<file path="config.mk">
export PLATFORM = sky130hd
export DESIGN_NAME = vcnt_read_gate
export DESIGN_NICKNAME = d
export VERILOG_FILES = /design/src/rtl/vcnt_pkg.sv /design/src/rtl/vcnt_trap_decide.sv /design/src/rtl/vcnt_offset_sub.sv /design/src/rtl/vcnt_read_gate.sv
export SDC_FILE = /design/constraint.sdc
export NUM_CORES = 1
export LEC_CHECK = 0
export CAP_MARGIN = 20
export CELL_PAD_IN_SITES_DETAIL_PLACEMENT = 2
export CELL_PAD_IN_SITES_GLOBAL_PLACEMENT = 2
export CORE_MARGIN = 2
export CORE_UTILIZATION = 31
export CTS_BUF_LIST = sky130_fd_sc_hd__clkbuf_4
export CTS_CLUSTER_DIAMETER = 120
export CTS_CLUSTER_SIZE = 20
export DETAILED_ROUTE_END_ITERATION = 10
export GPL_TIMING_DRIVEN = 0
export PLACE_DENSITY_LB_ADDON = 0.1
export SYNTH_ARGS = -nofsm -noshare
export SYNTH_HDL_FRONTEND = slang
export SYNTH_HIERARCHICAL = 1
export SYNTH_SLANG_ARGS = --single-unit
</file>
<file path="constraint.sdc">
create_clock -name clk -period 4.9 [get_ports clk]
set_input_delay 0.49 -clock clk [delete_from_list [all_inputs] [get_ports clk]]
set_output_delay 0.49 -clock clk [all_outputs]
set_load 0.05 [all_outputs]
</file>
<file path="src/rtl/vcnt_pkg.sv">
package vcnt_pkg;

    localparam int CNT_W  = 64;
    localparam int HALF_W = CNT_W / 2;
    localparam int LVL_W  = 2;
    localparam int SYN_W  = 8;

    localparam logic [LVL_W-1:0] LVL_OS  = 2'd1;
    localparam logic [LVL_W-1:0] LVL_HYP = 2'd2;

    localparam logic [SYN_W-1:0] SYN_SYSREG = 8'h04;
    localparam logic [SYN_W-1:0] SYN_HYPREG = 8'h00;

    typedef enum logic [1:0] {
        OUT_DATA     = 2'd0,
        OUT_SYS_TRAP = 2'd1,
        OUT_HYP_TRAP = 2'd2,
        OUT_UNDEF    = 2'd3
    } outcome_e;

    typedef struct packed {
        logic hyp_present;
        logic hyp_enabled;
        logic lvl1_is32;
        logic hyp_is32;
        logic host_mode;
        logic usr_cnt_en;
        logic hyp_usr_cnt_en;
        logic lvl1_cnt_trap;
        logic trap_general;
    } access_cfg_t;

    typedef struct packed {
        outcome_e           kind;
        logic [LVL_W-1:0]   target;
        logic [SYN_W-1:0]   syndrome;
        logic               use_offset;
    } verdict_t;

    function automatic verdict_t sys_trap(input logic [LVL_W-1:0] tgt);
        verdict_t v;
        v.kind       = OUT_SYS_TRAP;
        v.target     = tgt;
        v.syndrome   = SYN_SYSREG;
        v.use_offset = 1'b0;
        return v;
    endfunction

    function automatic verdict_t decide(input logic [LVL_W-1:0] lvl,
                                        input access_cfg_t c);
        verdict_t v;
        logic     hyp64;
        logic     hyp32;
        hyp64        = c.hyp_enabled && !c.hyp_is32;
        hyp32        = c.hyp_enabled &&  c.hyp_is32;
        v.kind       = OUT_DATA;
        v.target     = '0;
        v.syndrome   = '0;
        v.use_offset = 1'b0;
        case (lvl)
            2'd0: begin
                if (!c.lvl1_is32 && !c.host_mode && !c.usr_cnt_en) begin
                    v = sys_trap((hyp64 && c.trap_general) ? LVL_HYP : LVL_OS);
                end else if (c.lvl1_is32 && !c.usr_cnt_en) begin
                    if (hyp64 && c.trap_general) begin
                        v = sys_trap(LVL_HYP);
                    end else if (hyp32 && c.trap_general) begin
                        v.kind     = OUT_HYP_TRAP;
                        v.target   = LVL_HYP;
                        v.syndrome = SYN_HYPREG;
                    end else begin
                        v.kind = OUT_UNDEF;
                    end
                end else if (c.host_mode && !c.hyp_usr_cnt_en) begin
                    v = sys_trap(LVL_HYP);
                end else if (hyp64 && !c.host_mode && c.lvl1_cnt_trap) begin
                    v = sys_trap(LVL_HYP);
                end else begin
                    v.use_offset = c.hyp_present &&
                                   (c.hyp_is32 || !c.hyp_enabled || !c.host_mode);
                end
            end
            2'd1: begin
                if (hyp64 && c.lvl1_cnt_trap) begin
                    v = sys_trap(LVL_HYP);
                end else begin
                    v.use_offset = c.hyp_present;
                end
            end
            2'd2:    v.use_offset = 1'b1;
            default: v.use_offset = c.hyp_present;
        endcase
        return v;
    endfunction

endpackage

</file>
<file path="src/rtl/vcnt_trap_decide.sv">
module vcnt_trap_decide
    import vcnt_pkg::*;
(
    input  logic [LVL_W-1:0] lvl,
    input  access_cfg_t      cfg,
    output verdict_t         verdict
);
    always_comb verdict = decide(lvl, cfg);
endmodule

</file>
<file path="src/rtl/vcnt_offset_sub.sv">
module vcnt_offset_sub #(
    parameter int W = 64
) (
    input  logic [W-1:0]   count,
    input  logic [W-1:0]   offset,
    input  logic           apply,
    output logic [W/2-1:0] lo,
    output logic [W/2-1:0] hi
);
    localparam int H = W / 2;
    logic [W-1:0] diff;

    always_comb begin
        diff = apply ? (count - offset) : count;
        lo   = diff[H-1:0];
        hi   = diff[W-1:H];
    end
endmodule

</file>
<file path="src/rtl/vcnt_read_gate.sv">
module vcnt_read_gate
    import vcnt_pkg::*;
(
    input  logic              clk,
    input  logic              rst,
    input  logic              req_valid,
    input  logic [1:0]        priv_lvl,
    input  logic              hyp_present,
    input  logic              hyp_enabled,
    input  logic              lvl1_is32,
    input  logic              hyp_is32,
    input  logic              host_mode,
    input  logic              usr_cnt_en,
    input  logic              hyp_usr_cnt_en,
    input  logic              lvl1_cnt_trap,
    input  logic              trap_general,
    input  logic [63:0]       phys_count,
    input  logic [63:0]       virt_offset,
    output logic              rsp_valid,
    output logic [31:0]       rsp_lo,
    output logic [31:0]       rsp_hi,
    output logic [1:0]        rsp_kind,
    output logic [1:0]        rsp_target,
    output logic [7:0]        rsp_syndrome
);
    access_cfg_t       cfg;
    verdict_t          verdict;
    logic [HALF_W-1:0] res_lo;
    logic [HALF_W-1:0] res_hi;
    logic              is_data;

    always_comb begin
        cfg.hyp_present    = hyp_present;
        cfg.hyp_enabled    = hyp_enabled;
        cfg.lvl1_is32      = lvl1_is32;
        cfg.hyp_is32       = hyp_is32;
        cfg.host_mode      = host_mode;
        cfg.usr_cnt_en     = usr_cnt_en;
        cfg.hyp_usr_cnt_en = hyp_usr_cnt_en;
        cfg.lvl1_cnt_trap  = lvl1_cnt_trap;
        cfg.trap_general   = trap_general;
    end

    vcnt_trap_decide u_decide (
        .lvl     (priv_lvl),
        .cfg     (cfg),
        .verdict (verdict)
    );

    vcnt_offset_sub #(.W(CNT_W)) u_sub (
        .count  (phys_count),
        .offset (virt_offset),
        .apply  (verdict.use_offset),
        .lo     (res_lo),
        .hi     (res_hi)
    );

    assign is_data = (verdict.kind == OUT_DATA);

    always_ff @(posedge clk) begin
        if (rst) begin
            rsp_valid    <= 1'b0;
            rsp_lo       <= '0;
            rsp_hi       <= '0;
            rsp_kind     <= OUT_DATA;
            rsp_target   <= '0;
            rsp_syndrome <= '0;
        end else begin
            rsp_valid <= req_valid;
            if (req_valid) begin
                rsp_lo       <= is_data ? res_lo : '0;
                rsp_hi       <= is_data ? res_hi : '0;
                rsp_kind     <= verdict.kind;
                rsp_target   <= verdict.target;
                rsp_syndrome <= verdict.syndrome;
            end
        end
    end


    valid_pulse_chk: assert property (@(posedge clk) disable iff (rst)
        !$past(rst) |-> (rsp_valid == $past(req_valid)));


    upper_lvl_no_trap_chk: assert property (@(posedge clk) disable iff (rst)
        (rsp_valid && $past(priv_lvl[1])) |-> (rsp_kind == OUT_DATA));


    lvl2_diff_chk: assert property (@(posedge clk) disable iff (rst)
        (rsp_valid && $past(priv_lvl) == 2'd2)
        |-> ({rsp_hi, rsp_lo} == $past(phys_count) - $past(virt_offset)));


    trap_zero_data_chk: assert property (@(posedge clk) disable iff (rst)
        (rsp_valid && rsp_kind != OUT_DATA) |-> (rsp_lo == '0 && rsp_hi == '0));


    data_zero_tag_chk: assert property (@(posedge clk) disable iff (rst)
        (rsp_valid && rsp_kind == OUT_DATA) |-> (rsp_target == '0 && rsp_syndrome == '0));


    sys_trap_code_chk: assert property (@(posedge clk) disable iff (rst)
        (rsp_valid && rsp_kind == OUT_SYS_TRAP)
        |-> (rsp_syndrome == SYN_SYSREG && rsp_target != 2'd0 && rsp_target != 2'd3));

endmodule

</file>
==> run summary <==
Yosys attributes the largest share of cell area to sky130_fd_sc_hd__dfxtp_1, sky130_fd_sc_hd__ha_1, sky130_fd_sc_hd__a21oi_1. The number of hold buffers added after CTS was 0. The run gives 4.22 ns as the register-to-register path setup slack. The worst hold path cell count came out at 3.

Required time reported for the critical path endpoint: 5.27 ns. In this run the worst hold path is classified as in -> reg. The path with the worst hold slack has its endpoint at rsp_hi[16].

Synthesis handed over a netlist of 1058 instances. The tools report the sink count of the clock tree as 77. In the final routed layout, each cell accounts on average for 20.0 um.

TritonCTS built the clock tree. The maximum clock insertion buffer count is 2. Slew at the pin closest to its max-slew limit: 0.958 ns. The net count of the finished layout is 1497. The run finished with clean final reports. For this run the aggregate overflow at the end of global routing stands at 0. The logs give 78 for the count of distinct cell types in the synthesized netlist and 230 MHz for the upper clock frequency limit. For the total routing resource utilization after global routing, the log shows 0.229. The tools report the summed negative setup slack over all endpoints as 0 ns. The cell with the biggest individual delay on the critical path is sky130_fd_sc_hd__a211oi_1. Proportion of synthesized flip-flops having asynchronous set or reset: 0.

Counting cells, the worst reg-to-reg path comes to 2. The largest driver fanout on the critical path is 5, and the number of buffers inserted to repair setup after CTS is 0. The top cell type's share of synthesized area came out at 0.184.

For the final database, setup skew stands at 0 ns. The floorplan die height was 168 um; the mean number of vias per cell was 5.32. The global-route wire length before repair was 51500 um; the worst voltage drop across the vdd grid was 0.104 mV.

The overall power after layout is 2490 uW. The critical path is of the in -> reg type. The number of stages on the worst setup path is 15, and the post-cts sizing count is 0.

The die is 168 um wide. The clock period minus worst slack is 4.35 ns, and the final cycle utilization of the critical path is 0.888. Synthesized area divided by synthesized cell count: 7.90 um2.

Once detail routing completed, the nets flagged for antenna violations numbered 0. STA classifies the critical path endpoint as a flop. Sorting the synthesized cells by how often they occur yields sky130_fd_sc_hd__a21oi_1, sky130_fd_sc_hd__dfxtp_1, sky130_fd_sc_hd__inv_1, sky130_fd_sc_hd__nand2b_1, sky130_fd_sc_hd__nand4bb_1. The tools report the routability congestion estimate from global placement as 0.843. Largest stage delay on the critical path: 0.70 ns. After clock tree synthesis, the clock-pin slew on the worst setup and hold paths is 0.18 ns. Setup violations remaining at the end of the flow were counted as 0.

For the worst setup path, the data arrival time is 4.72 ns. The aggregate routed wire length was 32700 um. The synthesized design contains 77 register bits.

The tools report the detailed-route DRC error count as 0. The tools report the number of global-route vias before repair as 9447. The run gives 0.184 as the sequential element share of the synthesized area.

Entering global routing, the biggest net connects 16 pins. Of all cell types, the one taking the most synthesized area is sky130_fd_sc_hd__dfxtp_1. Setup repair after global routing left no endpoint under its margin. The worst register-to-register path ends at rsp_hi[0]. From synthesis to final layout, the design area changed by 32.7%. The clock reaches the later pin of the worst-skew pair after 0.47 ns. The initial antenna violation count came out at 1. STA classifies the critical path startpoint as an input pin. The hold violation count in the final report is 0.

Max-cap violation count: 0. The worst register-to-register path begins at rsp_hi[0]. Yosys mapped a number of flops with a built-in enable equal to 0. The proportion of layout cells with a drive suffix above 1 is 0.0949, and the CTS H-tree depth is 3. After floorplanning, the core was sized to cover 26700 um2.

The logs give 60 for the row count and 262 for the iteration-0 DRC count of the detailed router. The iteration count of the initial detailed-routing pass was 4. The critical path goes through clkdlybuf4s50_1, inv_1, ha_1, nor2b_1, o31a_1, o2111ai_1, nand4b_1, a31oi_1, o41ai_2, a211oi_1, o21ai_1, xor2_1, mux2_2, nand4bb_1, a21oi_1. The startpoint identified for the worst hold timing path is req_valid. Broken down by cell family, the worst path's largest delay share belongs to compound AO/OA/AOI/OAI gates.

The run gives 8707 as the number of vias after detailed routing. For the max-slew violation total from the final report, the log shows 0. Counting both buffers and inverters, the worst setup path holds a total of 2.

The number of synthesis warnings came out at 6. Buffers inserted during clock tree synthesis total 9. The HPWL after detailed placement is 26700 um. Cell with the most instances after synthesis: sky130_fd_sc_hd__a21oi_1.

Number of buffer cells added on primary ports: 216. The root buffer cell chosen for the clock tree is sky130_fd_sc_hd__clkbuf_4. The synthesized cell area was 8360 um2. The logs give 219 for the top-level I/O count and 0.313 for the starting utilization of the core area.

Static leakage power: 0.00450 uW. For this run, the leading register cell type out of synthesis is sky130_fd_sc_hd__dfxtp_1. The relative slew slack was 0.361. The power density normalized to cell area works out to 224 nW/um2.

The run gives 28300 um2 as the overall die area.
## worst max path at each step
stage	endpoint	from	slack [ns]
finish	rsp_hi[23]	virt_offset[1]	0.55
global route	rsp_hi[23]	virt_offset[1]	0.34
CTS	rsp_hi[23]	virt_offset[1]	0.56
detailed placement	rsp_hi[23]	virt_offset[1]	0.02
global placement	rsp_hi[23]	virt_offset[1]	0.10
floorplan	rsp_hi[26]	phys_count[0]	1.48
## layer usage
metal  track usage  up-vias  share of wire
met1         0.275     4274           0.44
met5             0        -              0
met4        0.0577        0          0.017
li1              -     4255              -
met3        0.0289       30          0.030
met2         0.429      148           0.51
## final cells by class
type,instances,area (um2)
antenna,1,2.50
buffer,68,402
clock buffer,9,67.6
clock inverter,7,55.1
fill,3121,15600
inverter,76,285
multi-input combinational,843,6150
sequential,77,1540
tap,341,427
timing repair buffer,216,2160
## through the flow
stage | instances | worst slack (ns) | hold WS [ns] | utilization | area (um2)
CTS | 1637 | 0.565 | 0.325 | 0.415 | 11100
finish | 1638 | 0.550 | 0.355 | 0.415 | 11100
global route | 1638 | 0.345 | 0.340 | 0.415 | 11100
floorplan | 1064 | 1.48 | 0.694 | - | 8380
detailed placement | 1621 | 0.0225 | 0.469 | 0.411 | 11000
global placement | 1621 | 0.104 | 0.459 | 0.411 | 11000
## worst reg2reg max path: stages (launching register included)
cell,delay (ns)
sky130_fd_sc_hd__dfxtp_1,0.41
sky130_fd_sc_hd__nand2b_1,0.08
sky130_fd_sc_hd__a21oi_1,0.14
## power by group
group / internal [uW] / total (uW) / switching (uW)
logic: 590 / 1350 / 765
registers: 680 / 711 / 30.7
clock network: 111 / 420 / 309
## flip-flops by register name, summed over array words and instances, names as in the netlist
name          count
rsp_hi           32
rsp_syndrome      8
rsp_kind          2
rsp_valid         1
rsp_lo           32
rsp_target        2
## cell usage in the layout (no fill, tap or decap), drive strengths merged, types with 32 or more instances in the layout
master	netlist	routed
mux2	46	46
nand2	53	53
a21oi	147	147
nand4bb	64	64
nand2b	72	72
dfxtp	77	77
xnor2	34	34
clkdlybuf4s50	0	216
inv	75	79
clkbuf	36	45
o21ai	48	48
buf	32	32
ha	63	63
nor2	62	62
a21o	40	40
## cell families after synthesis
logic type               after synthesis  share of synthesized area
AO/OA/AOI/OAI                        307                      0.231
XOR/XNOR                              54                     0.0566
adder cells (fa/ha/maj)               64                     0.0967
buffers and inverters                144                     0.0822
flip-flops                            77                      0.184
multiplexers                          61                     0.0799
other                                  1                   0.000449
AND/OR/NAND/NOR                      350                      0.269
Power figures use the tool's default switching activity.
